File: src/rtl/md8_pkg.sv
package md8_pkg;
   typedef enum logic {
      OP_MUL = 1'b0,
      OP_DIV = 1'b1
   } md_op_e;
endpackage

File: src/rtl/md8_mul_step.sv
// One radix-2^S shift-add multiply step over a packed {acc, multiplier} word.
module md8_mul_step #(
   parameter int W = 8,
   parameter int S = 2
) (
   input  logic [2*W-1:0] w_in,
   input  logic [W-1:0]   mcand,
   output logic [2*W-1:0] w_out
);
   logic [W+S-1:0] part;
   logic [W+S-1:0] sum;

   always_comb begin
      part  = {{S{1'b0}}, mcand} * {{W{1'b0}}, w_in[S-1:0]};
      sum   = {{S{1'b0}}, w_in[2*W-1:W]} + part;
      w_out = {sum, w_in[W-1:S]};
   end
endmodule

File: src/rtl/md8_div_step.sv
// S chained restoring shift-subtract stages over a packed {rem, quotient} word.
module md8_div_step #(
   parameter int W = 8,
   parameter int S = 2
) (
   input  logic [2*W-1:0] w_in,
   input  logic [W-1:0]   dvsr,
   output logic [2*W-1:0] w_out
);
   logic [2*W-1:0] stage [S+1];

   assign stage[0] = w_in;

   for (genvar k = 0; k < S; k++) begin : g_sub
      logic [W:0] trial;
      logic       fits;
      logic [W:0] rem;
      always_comb begin
         trial = {stage[k][2*W-1:W], stage[k][W-1]};
         fits  = (trial >= {1'b0, dvsr});
         rem   = fits ? (trial - {1'b0, dvsr}) : trial;
      end
      assign stage[k+1] = {rem[W-1:0], stage[k][W-2:0], fits};
   end

   assign w_out = stage[S];
endmodule

File: src/rtl/md8_ctrl.sv
// Sequencer: accepts a launch when idle, counts LAT steps, pulses done.
module md8_ctrl #(
   parameter int LAT = 4
) (
   input  logic clk,
   input  logic rst_n,
   input  logic start,
   output logic load,
   output logic adv,
   output logic last,
   output logic busy,
   output logic done
);
   localparam int CW = $clog2(LAT + 1);

   logic [CW-1:0] cnt;

   assign load = start & ~busy;
   assign adv  = load | busy;
   assign last = busy & (cnt == CW'(LAT - 1));

   always_ff @(posedge clk or negedge rst_n) begin
      if (!rst_n) begin
         busy <= 1'b0;
         cnt  <= '0;
         done <= 1'b0;
      end else begin
         done <= last;
         if (load) begin
            busy <= 1'b1;
            cnt  <= CW'(1);
         end else if (last) begin
            busy <= 1'b0;
            cnt  <= '0;
         end else if (busy) begin
            cnt  <= cnt + CW'(1);
         end
      end
   end

   // done lasts a single cycle
   p_done_pulse_r7: assert property (@(posedge clk) disable iff (!rst_n)
      done |=> !done);

   // the step count never passes the last step while busy
   p_cnt_range_r7: assert property (@(posedge clk) disable iff (!rst_n)
      busy |-> (cnt != '0) && (cnt <= CW'(LAT - 1)));

   // a start seen mid-operation does not restart the count
   p_ignore_start_r8: assert property (@(posedge clk) disable iff (!rst_n)
      (busy && !last) |=> busy && (cnt == $past(cnt) + CW'(1)));
endmodule

File: src/rtl/md8_unit.sv
module md8_unit #(
   parameter int W    = 8,
   parameter int STEP = 2
) (
   input  logic         clk,
   input  logic         rst_n,
   input  logic         start,
   input  logic         op_div,
   input  logic [W-1:0] a_in,
   input  logic [W-1:0] b_in,
   output logic         busy,
   output logic         done,
   output logic [W-1:0] a_out,
   output logic [W-1:0] b_out,
   output logic         cy_out,
   output logic         ov_out,
   output logic         par_out
);
   import md8_pkg::*;

   localparam int LAT = W / STEP;

   if ((W % STEP) != 0) begin : g_bad_step
      $error("md8_unit: W must be a multiple of STEP");
   end
   if (LAT < 2) begin : g_bad_lat
      $error("md8_unit: latency W/STEP must be at least 2");
   end

   logic           load, adv, last;
   logic [2*W-1:0] work, cur_work, mul_w, div_w, nxt_work;
   logic [W-1:0]   opnd, cur_opnd;
   md_op_e         op_q, cur_op;
   logic           ov_q, cy_q;

   md8_ctrl #(.LAT(LAT)) u_ctrl (
      .clk   (clk),
      .rst_n (rst_n),
      .start (start),
      .load  (load),
      .adv   (adv),
      .last  (last),
      .busy  (busy),
      .done  (done)
   );

   always_comb begin
      cur_op   = load ? md_op_e'(op_div) : op_q;
      cur_work = load ? {{W{1'b0}}, (op_div ? a_in : b_in)} : work;
      cur_opnd = load ? (op_div ? b_in : a_in) : opnd;
   end

   md8_mul_step #(.W(W), .S(STEP)) u_mul (
      .w_in  (cur_work),
      .mcand (cur_opnd),
      .w_out (mul_w)
   );

   md8_div_step #(.W(W), .S(STEP)) u_div (
      .w_in  (cur_work),
      .dvsr  (cur_opnd),
      .w_out (div_w)
   );

   assign nxt_work = (cur_op == OP_DIV) ? div_w : mul_w;

   always_ff @(posedge clk or negedge rst_n) begin
      if (!rst_n) begin
         work <= '0;
         opnd <= '0;
         op_q <= OP_MUL;
         ov_q <= 1'b0;
         cy_q <= 1'b0;
      end else begin
         if (adv) begin
            work <= nxt_work;
         end
         if (load) begin
            opnd <= cur_opnd;
            op_q <= cur_op;
         end
         if (last) begin
            cy_q <= 1'b0;
            ov_q <= (op_q == OP_DIV) ? (opnd == '0) : (mul_w[2*W-1:W] != '0);
         end
      end
   end

   assign a_out   = work[W-1:0];
   assign b_out   = work[2*W-1:W];
   assign cy_out  = cy_q;
   assign ov_out  = ov_q;
   assign par_out = ^work[W-1:0];

   // carry reads cleared whenever results are announced
   p_carry_clear_r3: assert property (@(posedge clk) disable iff (!rst_n)
      done |-> !cy_out);

   // multiply overflow agrees with the high result byte
   p_mul_ov_r4: assert property (@(posedge clk) disable iff (!rst_n)
      (done && op_q == OP_MUL) |-> (ov_out == (b_out != '0)));

   // the unit is idle in the cycle results are announced
   p_done_idle_r7: assert property (@(posedge clk) disable iff (!rst_n)
      done |-> !busy);

   // idle with no launch keeps every result still
   p_hold_r10: assert property (@(posedge clk) disable iff (!rst_n)
      (!busy && !start) |=> $stable(a_out) && $stable(b_out) && $stable(ov_out)
                            && $stable(cy_out));
endmodule

File: config.mk
export PLATFORM = sky130hd
export DESIGN_NAME = md8_unit
export DESIGN_NICKNAME = d
export VERILOG_FILES = /design/src/rtl/md8_pkg.sv /design/src/rtl/md8_mul_step.sv /design/src/rtl/md8_div_step.sv /design/src/rtl/md8_ctrl.sv /design/src/rtl/md8_unit.sv
export SDC_FILE = /design/constraint.sdc
export NUM_CORES = 1
export LEC_CHECK = 0
export ABC_AREA = 1
export BUFFER_PORTS_ARGS = -buffer_cell sky130_fd_sc_hd__buf_2
export CORE_ASPECT_RATIO = 0.8
export CORE_MARGIN = 1.5
export CORE_UTILIZATION = 30
export CTS_BUF_LIST = sky130_fd_sc_hd__clkbuf_4
export DETAILED_ROUTE_END_ITERATION = 16
export SETUP_SLACK_MARGIN = 0.3
export SLEW_MARGIN = 20
export SYNTH_ARGS = -nofsm -noshare
export SYNTH_HDL_FRONTEND = slang
export SYNTH_HIERARCHICAL = 1
export SYNTH_SLANG_ARGS = --single-unit
File: constraint.sdc
create_clock -name clk -period 5.7 [get_ports clk]
set_clock_uncertainty 0.2 [all_clocks]
set_input_delay 0.285 -clock clk [delete_from_list [all_inputs] [get_ports clk]]
set_output_delay 0.285 -clock clk [all_outputs]
set_load 0.05 [all_outputs]
==> results of run 1 <==
## layer usage
layer / vias to the layer above / part of all wire
li1: 1772 / -
met1: 1626 / 0.50
met2: 98 / 0.43
met3: 11 / 0.056
met4: 0 / 0.013
met5: - / 0
## cells by family (layout without fill, tap and decap cells)
logic type,Yosys count,count (layout),share of synthesized area
AND/OR/NAND/NOR,247,247,0.3212
AO/OA/AOI/OAI,90,90,0.1370
XOR/XNOR,17,17,0.03958
flip-flops,31,31,0.2062
adder cells (fa/ha/maj),36,36,0.1397
buffers and inverters,127,149,0.1553
other,1,1,0.0009967
## metrics by stage
step / instances / cell area (um^2) / setup WS, ps
final: 742 / 4054 / 764.0
after global routing: 742 / 4054 / 304.6
after CTS: 742 / 4054 / 752.7
after detailed placement: 733 / 3991 / 756.7
after global placement: 733 / 3991 / 833.8
after floorplan: 549 / 3762 / 1415
## tightest hold or removal path: cells and delay by family
family | cells | cell delay, ps
AOI/OAI and AO/OA | 1 | 120
buffers and inverters | 1 | 90
and+or+nand+nor | 1 | 50
## cell usage in the layout, fill, tap and decap left out, drive strengths merged, types with 2 or more instances in the layout
master / n
nand4: 4
o22ai: 36
clkbuf: 6
or2: 2
nand3b: 2
nand2: 142
xor2: 8
nor2: 65
inv: 96
ha: 26
o21ai: 41
buf: 42
nor3: 2
clkinv: 4
nand3: 30
fa: 10
dfrtp: 31
a21oi: 10
xnor2: 9
## cell usage after synthesis, drive strengths merged, types with 4 or more instances
| master | count |
|---|---|
| a21oi | 10 |
| buf | 20 |
| clkbuf | 8 |
| dfrtp | 31 |
| fa | 10 |
| ha | 26 |
| inv | 96 |
| nand2 | 142 |
| nand3 | 30 |
| nand4 | 4 |
| nor2 | 65 |
| o21ai | 41 |
| o22ai | 36 |
| xnor2 | 9 |
| xor2 | 8 |
## flip-flops by register name, indices dropped and copies added (netlist names)
name	cells
op_q	1
u_ctrl/cnt	3
work	16
u_ctrl/done	1
u_ctrl/busy	1
opnd	8
ov_out	1
## worst max-delay path by stage
stage	end	slack, ps	depth (start not counted)
floorplan	work[0]$_DFFE_PN0P_	1410	26
global placement	work[11]$_DFFE_PN0P_	830	26
detailed placement	work[11]$_DFFE_PN0P_	760	26
CTS	work[11]$_DFFE_PN0P_	750	26
global route	work[11]$_DFFE_PN0P_	300	26
finish	work[11]$_DFFE_PN0P_	760	26
## area by class of cell
class	instances	area, um^2	area share
sequential	31	775.7	0.1914
timing repair buffer	43	227.7	0.05617
inverter	98	379.1	0.09352
clock buffer	6	45.04	0.01111
clock inverter	2	7.507	0.001852
multi-input combinational	391	2405	0.5932
tap	171	214.0	0.05278
==> summary.md, run 1 <==
| Metric | Value |
|---|---|
| Run status | completed |
| Synth top area share | 0.2062 |
| Slowest CP cell | nor2_2 |
| Synth Flop Type | dfrtp_1 |
| Cell taking the most area after synthesis | dfrtp_1 |
| Critical Path Source Type | register |
| Worst Hold Endpoint | opnd[0]$_DFFE_PN0P_ |
| GPL Wtd Cong | 0.9360 |
| Minimum clock period | 4936 ps |
| Met1 Resource Use GR | 0.2461 |
| Ys Warns | 6 |
| # H-tree levels | 2 |
| Hold Path Origin | b_in[0] |
| Global Route Usage Sum | 0.1672 |
| Syn Inst Count | 549 |
| Register clock-pin slew on the reported worst setup and hold paths | 110 ps |
| Ratio of final minimum period to clock period | 0.8660 |
| Die area | 13230 um^2 |
| Reg2Reg Setup Slack | approximately 760 ps |
| Required @ worst endpoint | ~5700 ps |
| Worst setup path category | register to register |
| Layout area overhead | 7.749% |
| Iteration-0 DRC Markers | 211 |
| Vias in the first global route | roughly 3500 |
| First-pass GRT wire length | roughly 17000 um |
| Crit path DAT | between 4000 and 5000 ps |
| Ys async rst share | 1.000 |
| Yosys reg bits | 31 |
| Area contributors post-synth | dfrtp_1, nand2_1, ha_1, inv_1, o22ai_1 |
| I/O Buffers | 39 |
| CTS tree | done |
| Core area | 12210 um^2 |
| Cell count of the worst reg-to-reg path | 26 |
| CTS Hold Bufs | 1 |
| Actual slew at the worst max-slew pin | 945.3 ps |
| Clock buffer depth | 2 |
| Synth unique cells | 42 |
| Number of nets with antenna violations after routing | 0 |
| GRT met3 Usage | 0.02543 |
| Die W | 128.2 um |
| Effective utilization at floorplan | 0.3082 |
| Avg Vias per Cell | 4.726 |
| CP startpoint | u_ctrl/busy$_DFFE_PN0P_ |
| TNS Setup | 0 ps |
| Post_cts resized | 0 |
| Slew Viols, Final | 0 |
| Initial antenna violation count | 0 |
| CP max FO | 18 |
| Count of final hold-check violations | 0 |
| R2r startpoint | u_ctrl/busy$_DFFE_PN0P_ |
| Syn Nets | 605 |
| Drt drc | 0 |
| CP max stage delay | 490 ps |
| IO Pins | 41 |
| Routed via count | 3507 |
| Clk Latency, worst-skew pair | between 300 and 400 ps |
| Synthesized cell area | 3762 um^2 |
| Clock sink total | 31 |
| Num CTS Buffers | 5 |
| Most used cell, CP | nand2_1 |
| Diodes inserted | 0 |
| Die Y | 103.2 um |
| Top delay family on crit path | simple AND/OR/NAND/NOR gates |
| EDFF count, synth | 0 |
| Hold_ws | 61.39 ps |
| Total grt overflow | 0 |
| Fillcell total | roughly 1300 |
| Peak-usage layer in the global routing report | met2 |
| Largest net degree at the start of global routing | 35 |
| Routed wire per std cell | 14.22 um |
| Worst min path class | input pin to register |
| Slew headroom | 0.3698 |
| Worst Hold Path Cells | 3 |
| Syn_area_per_cell | 6.853 um^2 |
| Cell row count | 36 |
| RSZ-0062 raised after global routing | no |
| F_max | 0.2026 GHz |
| WP buf/inv | 2 |
| Hpwl dp | 8565 um |
| End-of-flow core utilization | 0.3321 |
| Crit path capture type | register |
| Initial DRT Pass Iterations | 5 |
| Reg-to-reg endpoint | work[11]$_DFFE_PN0P_ |
| Seq/Total Area, Yosys | 0.2062 |
| Fin nets | 626 |
| Number of max-cap violations | 0 |
| Root Driver | clkbuf_4 |
| Setup violators final | 0 |
| Postcts setup bufs | 0 |
| Share of cells above drive strength 1 | 0.1926 |
| DRT Wirelength | 10550 um |
| Met2 usage | 0.2593 |
Power of run 1 is left out: the tool's default activity adds up to more than one toggle a clock period on the data nets, which glitch-free logic cannot reach.
==> run 2, diff against run 1 <==
Settings changed: CELL_PAD_IN_SITES_DETAIL_PLACEMENT set to 0, CELL_PAD_IN_SITES_GLOBAL_PLACEMENT set to 1, CTS_CLUSTER_SIZE set to 30, PLACE_DENSITY_LB_ADDON set to 0.1.
==> run 2 against run 1 <==
Non-clock buffer count rose by 3. Count of clock-buffer cells in the layout unchanged. Critical path type unchanged. Die area unchanged. Highest routed layer unchanged. Critical endpoint is now work[15]$_DFFE_PN0P_. Worst hold slack lost 32 ps. Core utilization rose by 0.16 points. Critical path depth shrank 1. Largest cell class unchanged. Final cell count is 0.13% higher. Register-to-register slack better by 60 ps. Cell area grew 0.49%. Wire length grew 7.7%.
==> summary.md, run 2 (synthesis gave the netlist of run 1 again) <==
| Metric | Value |
|---|---|
| First-pass GRT wire length | 18490 um (+7.0%) |
| Share of cells above drive strength 1 | 0.1976 (+0.004908) |
| Count of final hold-check violations | 0 (unchanged) |
| Finished Layout Cells | 743 (+0.13%) |
| PnR worst setup slack | 827.4 ps (+63.48 ps) |
| Hpwl dp | 9304 um (+8.6%) |
| DRT Wirelength | 11370 um (+7.7%) |
| Layout area overhead | 8.281% |
| Slew headroom | 0.4723 (+0.1025) |
| Max reg flops | 16 (unchanged) |
| Place WS | 482.4 ps (-274.3 ps) |
| Initial antenna violation count | 0 (unchanged) |
| Minimum clock period | 4873 ps (-63.48 ps) |
| CP max FO | 18 (unchanged) |
| Postcts setup bufs | 0 (unchanged) |
| Die W | 128.2 um (unchanged) |
| TNS Setup | 0 ps (unchanged) |
| Setup violators final | 0 (unchanged) |
| Multi-input gate area | 2410 um^2 (+0.21%) |
| Die area | 13230 um^2 (unchanged) |
| Number of nets with antenna violations after routing | 0 (unchanged) |
| Reg with most FFs | work |
| Largest net degree at the start of global routing | 35 (unchanged) |
| Worst setup path category | register to register |
| Register area | 775.7 um^2 (unchanged) |
| GPL Wtd Cong | 0.9178 (-1.9%) |
| Vias in the first global route | 3431 (-0.78%) |
| Crit path capture type | register |
| IO Pins | 41 (unchanged) |
| Routed via count | 3473 (-0.97%) |
| Register clock-pin slew on the reported worst setup and hold paths | 110 ps (about the same) |
| Worst min path class | input pin to register |
| Core area | 12210 um^2 (unchanged) |
| Crit path DAT | 4910 ps (-50 ps) |
| Die Y | 103.2 um (unchanged) |
| Num CTS Buffers | 5 (unchanged) |
| Global Route Usage Sum | 0.1837 (+0.01655) |
| Avg Vias per Cell | 4.674 (-1.1%) |
| Clk Latency, worst-skew pair | 360 ps (+30 ps) |
| RSZ-0062 raised after global routing | no |
| Number of max-cap violations | 0 (unchanged) |
| Run status | completed |
| Routed wire per std cell | 15.30 um (+7.5%) |
| Clock buffer depth | 2 (unchanged) |
| Initial DRT Pass Iterations | 4 (-1) |
| Required @ worst endpoint | 5740 ps (+20 ps) |
| Clock sink total | 31 (unchanged) |
| Most frequent cells in the layout | nand2_1, inv_1, nor2_1, buf_2 |
| Diodes inserted | 0 (unchanged) |
| Total grt overflow | 0 (unchanged) |
| Actual slew at the worst max-slew pin | 791.6 ps (-153.7 ps) |
| Iteration-0 DRC Markers | 209 (-0.95%) |
| CTS tree | done |
| Fin nets | 629 (+0.48%) |
| Commonest non-fill, non-tap cell in the layout | nand2_1 |
| Root Driver | clkbuf_4 |
| Slew Viols, Final | 0 (unchanged) |
| Largest registers | work x16, opnd x8, u_ctrl/cnt x3 |
| Cell row count | 36 (unchanged) |
| F_max | 0.2052 GHz (+1.3%) |
| Placed cell count | 736 (+0.41%) |
| I/O Buffers | 39 (unchanged) |
| Drt drc | 0 (unchanged) |
| Effective utilization at floorplan | 0.3082 (unchanged) |
| # H-tree levels | 2 (unchanged) |
| Ratio of final minimum period to clock period | 0.8548 (-0.01114) |
| Fillcell total | 1357 (+0.74%) |
| Critical Path Source Type | register |
## run 2: cell count changes in the layout (fill, tap and decap cells not counted)
cell and change:
o21ai_1 +2, buf_4 +3, nor2_2 -1, o21ai_0 -2, clkinv_1 -2, nor2_4 +1
## run 2: routing by layer
metal	global-route usage	up-vias	share of wire
met5	0	-	0
met4	0.03630	0	0.0062
met3	0.02854	7	0.039
met2	0.2696	68	0.41
met1	0.2821	1623	0.55
li1	-	1775	-
## run 2: final cells by class
cell class | count | area share
Multi-Input combinational cell | 391 | 0.5915
Clock buffer | 6 | 0.01106
Inverter | 98 | 0.09306
Sequential cell | 31 | 0.1904
Tap cell | 171 | 0.05252
Timing Repair Buffer | 46 | 0.06143
## run 2: per-stage QoR
stage | area (um^2) | hold WS [ps] | utilization
2_1_floorplan | 3762 | -210.6 | -
3_3_place_gp | 4014 | 214.3 | 0.3288
3_5_place_dp | 4014 | 218.4 | 0.3288
4_1_cts | 4069 | 16.84 | 0.3333
5_1_grt | 4074 | 27.69 | 0.3337
6_report | 4074 | 29.03 | 0.3337
## run 2: repair_timing
| item | in CTS | in global routing |
|---|---|---|
| hold buffers | 1 | 0 |
| hold endpoints to repair | 31 | 0 |
| setup endpoints to repair | 0 | 9 |
| gates resized for setup | 0 | 3 |
## run 2: final timing paths
kind | slack [ps] | from | end | depth (start not counted)
worst max register to register | 830 | u_ctrl/busy$_DFFE_PN0P_ | work[15]$_DFFE_PN0P_ | 25
worst min register to register | 290 | ov_out$_DFFE_PN0P_ | ov_out$_DFFE_PN0P_ | 2
worst max-delay path | 830 | u_ctrl/busy$_DFFE_PN0P_ | work[15]$_DFFE_PN0P_ | 25
max in group asynchronous | 4450 | rst_n | opnd[5]$_DFFE_PN0P_ | 2
worst min-delay path | 30 | b_in[1] | opnd[1]$_DFFE_PN0P_ | 3
min in group asynchronous | 340 | rst_n | work[1]$_DFFE_PN0P_ | 2
## run 2: critical path, stage by stage, from the launching register on
cell	delay [ps]
dfrtp_1	480
nor2_4	350
buf_4	230
o21ai_0	120
o21ai_1	360
inv_1	160
ha_1	400
nand2_2	130
inv_2	50
nand2_2	70
nor2_1	50
nor2_2	140
nand3_2	180
nand2_1	130
nand2_1	90
ha_1	350
a21oi_1	160
nand2_1	120
nand2_1	80
o211ai_1	140
nand2_2	210
nand3_4	160
nand2_1	90
nand2_1	50
nor2_1	150
o22ai_1	100
Power of run 2 is left out for the same reason.
==> run 3, diff against run 2 <==
Settings changed: ABC_AREA 1 to not set.
==> run 3 against run 2 <==
Via count decreased by 15%. First-iteration DRC count decreased by 38%. Core utilization increased by 0.96 points. Area after synthesis decreased by 7.1%. Largest cell class unchanged.
==> summary.md, run 3 <==
| Metric | Value |
|---|---|
| Largest registers | work x16, opnd x8, u_ctrl/cnt x3 |
| Iteration-0 DRC Markers | 129 (-38%) |
| RSZ-0062 raised after global routing | no |
| Top delay family on crit path | compound AO/OA/AOI/OAI gates |
| Reg with most FFs | work |
| Commonest non-fill, non-tap cell in the layout | a21oi_1 |
| F_max | 0.1937 GHz (-5.6%) |
| IO Pins | 41 (unchanged) |
| I/O Buffers | 39 (unchanged) |
| WP buf/inv | 4 (+1) |
| Place WS | 218.8 ps (-263.6 ps) |
| Synth top area share | 0.2221 (+0.01588) |
| Drt drc | 0 (unchanged) |
| Vias in the first global route | 2897 (-16%) |
| Worst setup path category | register to register |
| Fin nets | 496 (-21%) |
| Synth Flop Type | dfrtp_1 |
| Worst min path class | input pin to register |
| Cell row count | 35 (-2.8%) |
| Crit path capture type | register |
| Initial DRT Pass Iterations | 4 (unchanged) |
| EDFF count, synth | 0 (unchanged) |
| Cell taking the most area after synthesis | dfrtp_1 |
| Slew headroom | 0.3285 (-0.1438) |
| Count of final hold-check violations | 0 (unchanged) |
| Run status | completed |
| Ys Warns | 6 (unchanged) |
| Clk Latency, worst-skew pair | 360 ps (about the same) |
| Area contributors post-synth | dfrtp_1, mux2i_1, ha_1, a21oi_1, fa_1 |
| Layout area overhead | 12.32% |
| CP max FO | 9 (-9) |
| Syn Inst Count | 404 (-26%) |
| Final instance area | 3924 um^2 (-3.7%) |
| Clock buffer depth | 2 (unchanged) |
| Register clock-pin slew on the reported worst setup and hold paths | 130 ps (+20 ps) |
| Root Driver | clkbuf_4 |
| Share of cells above drive strength 1 | 0.2177 (+0.02013) |
| Num CTS Buffers | 5 (unchanged) |
| # H-tree levels | 2 (unchanged) |
| Most frequent cells in the layout | a21oi_1, nor2_1, buf_2, inv_1, mux2i_1 |
| Routed via count | 2958 (-15%) |
| First-pass GRT wire length | 16080 um (-13%) |
| Yosys reg bits | 31 (unchanged) |
| PnR worst setup slack | 538.4 ps (-289.1 ps) |
| Slowest CP cell | dfrtp_2 |
| Routed wire per std cell | 17.23 um (+13%) |
| Largest net degree at the start of global routing | 33 (-5.7%) |
| Core area | 11430 um^2 (-6.4%) |
| Actual slew at the worst max-slew pin | 1001 ps (+209.5 ps) |
| CTS tree | done |
| Total grt overflow | 0 (unchanged) |
| Ratio of final minimum period to clock period | 0.9055 (+0.05071) |
| Avg Vias per Cell | 5.022 (+7.4%) |
| Slew Viols, Final | 0 (unchanged) |
| Synth unique cells | 65 (+55%) |
| Number of nets with antenna violations after routing | 0 (unchanged) |
| GPL Wtd Cong | 0.8328 (-9.3%) |
| Top post-synthesis cells by count | a21oi_1, nor2_1, inv_1 |
| Die W | 123.6 um (-3.6%) |
| Register area | 777.0 um^2 (+0.16%) |
| DRT Wirelength | 10150 um (-11%) |
| Required @ worst endpoint | 5700 ps (-40 ps) |
| Syn Nets | 460 (-24%) |
| Hpwl dp | 8039 um (-14%) |
| Ys async rst share | 1.000 (unchanged) |
| Synthesized cell area | 3493 um^2 (-7.1%) |
| Fillcell total | 1209 (-11%) |
| Initial antenna violation count | 0 (unchanged) |
| Effective utilization at floorplan | 0.3056 (-0.002583) |
| CP Cell Sequence | nor2b_4, buf_4, nor2_1, a21oi_1, inv_1, ha_1, a21o_1, a211o_1, or2_4, buf_4, a31o_1, ha_1, or4_1, o211ai_1, o311ai_1, a21oi_4, buf_12, mux2_4, mux2i_1, a21oi_1 |
| Count leader, synth | a21oi_1 |
| Minimum clock period | 5162 ps (+289.1 ps) |
| Die area | 12300 um^2 (-7.0%) |
| Global Route Usage Sum | 0.1720 (-0.01172) |
| Die Y | 99.52 um (-3.5%) |
| TNS Setup | 0 ps (unchanged) |
| Post-DP Area | 3764 um^2 (-6.2%) |
| Syn_area_per_cell | 8.647 um^2 (+26%) |
| Crit path DAT | 5170 ps (+260 ps) |
| Critical Path Source Type | register |
| Number of max-cap violations | 0 (unchanged) |
| Seq/Total Area, Yosys | 0.2221 (+0.01588) |
| CP max stage delay | 510 ps (+30 ps) |
| Max reg flops | 16 (unchanged) |
| Clock sink total | 31 (unchanged) |
| Diodes inserted | 0 (unchanged) |
| Hold_ws | 25.90 ps (-3.126 ps) |
| Setup violators final | 0 (unchanged) |
| Multi-input gate area | 2397 um^2 (-0.52%) |
==> run 3: cell count changes after synthesis, sizes merged, moves of 5 or more <==
cell,previous run,this run
inv,96,41
nand3,30,2
nor2b,0,13
a21oi,10,55
mux2,0,8
o21a,0,5
nand2,142,17
nor2,65,40
xnor2,9,15
nor4,0,6
o21ai,41,11
o22ai,36,1
mux2i,0,35
==> run 3: final cells by class <==
type | count | area share
inverters | 41 | 0.03922
clock inverters | 3 | 0.005102
repair buffers | 57 | 0.08992
multi-input cells | 304 | 0.6110
well taps | 148 | 0.04719
flip-flops and latches | 31 | 0.1980
clock buffers | 5 | 0.009566
==> run 3: per-stage QoR <==
step / instances / util
finish: 589 / 0.3433
global route: 589 / 0.3433
CTS: 587 / 0.3389
detailed placement: 574 / 0.3293
global placement: 574 / 0.3293
floorplan: 404 / -
==> run 3: worst min-delay path, stage by stage <==
cell and delay [ps]:
buf_2 110, nor2_1 70, nor2_1 90
==> run 3: worst paths after layout <==
check                      cells past startpoint                         to  slack (ps)                     from
setup reg to reg                              20       work[11]$_DFFE_PN0P_         540  u_ctrl/busy$_DFFE_PN0P_
hold / removal                                 3    u_ctrl/busy$_DFFE_PN0P_          30                    start
hold reg to reg                                2         ov_out$_DFFE_PN0P_         310       ov_out$_DFFE_PN0P_
min in group asynchronous                      2  u_ctrl/cnt[1]$_DFFE_PN0P_         320                    rst_n
max in group asynchronous                      2    u_ctrl/busy$_DFFE_PN0P_        4450                    rst_n
setup / recovery                              20       work[11]$_DFFE_PN0P_         540  u_ctrl/busy$_DFFE_PN0P_
==> run 3: layer usage <==
layer,vias to the layer above,global-route usage,part of all wire
li1,1475,-,-
met5,-,0,0
met4,0,0.02653,0.0050
met2,50,0.2533,0.43
met1,1429,0.2665,0.54
met3,4,0.02638,0.027
==> run 3: logic make-up after synthesis <==
kind of cell	share of synthesized area
adders and majority gates	0.1504
buffers and inverters	0.1032
xor gates and xnor gates	0.05014
muxes	0.1383
AOI/OAI and AO/OA	0.1855
other	0.001073
and+or+nand+nor	0.1494
DFF	0.2221
==> run 3: repair_timing <==
item / CTS / global route
hold buffers: 1 / 0
endpoints found under the hold margin: 31 / 0
endpoints found under the setup margin: 6 / 9
buffers inserted: 4 / 1
gates resized for setup: 0 / 10
cloned: 0 / 1
Power of run 3 is left out for the same reason.
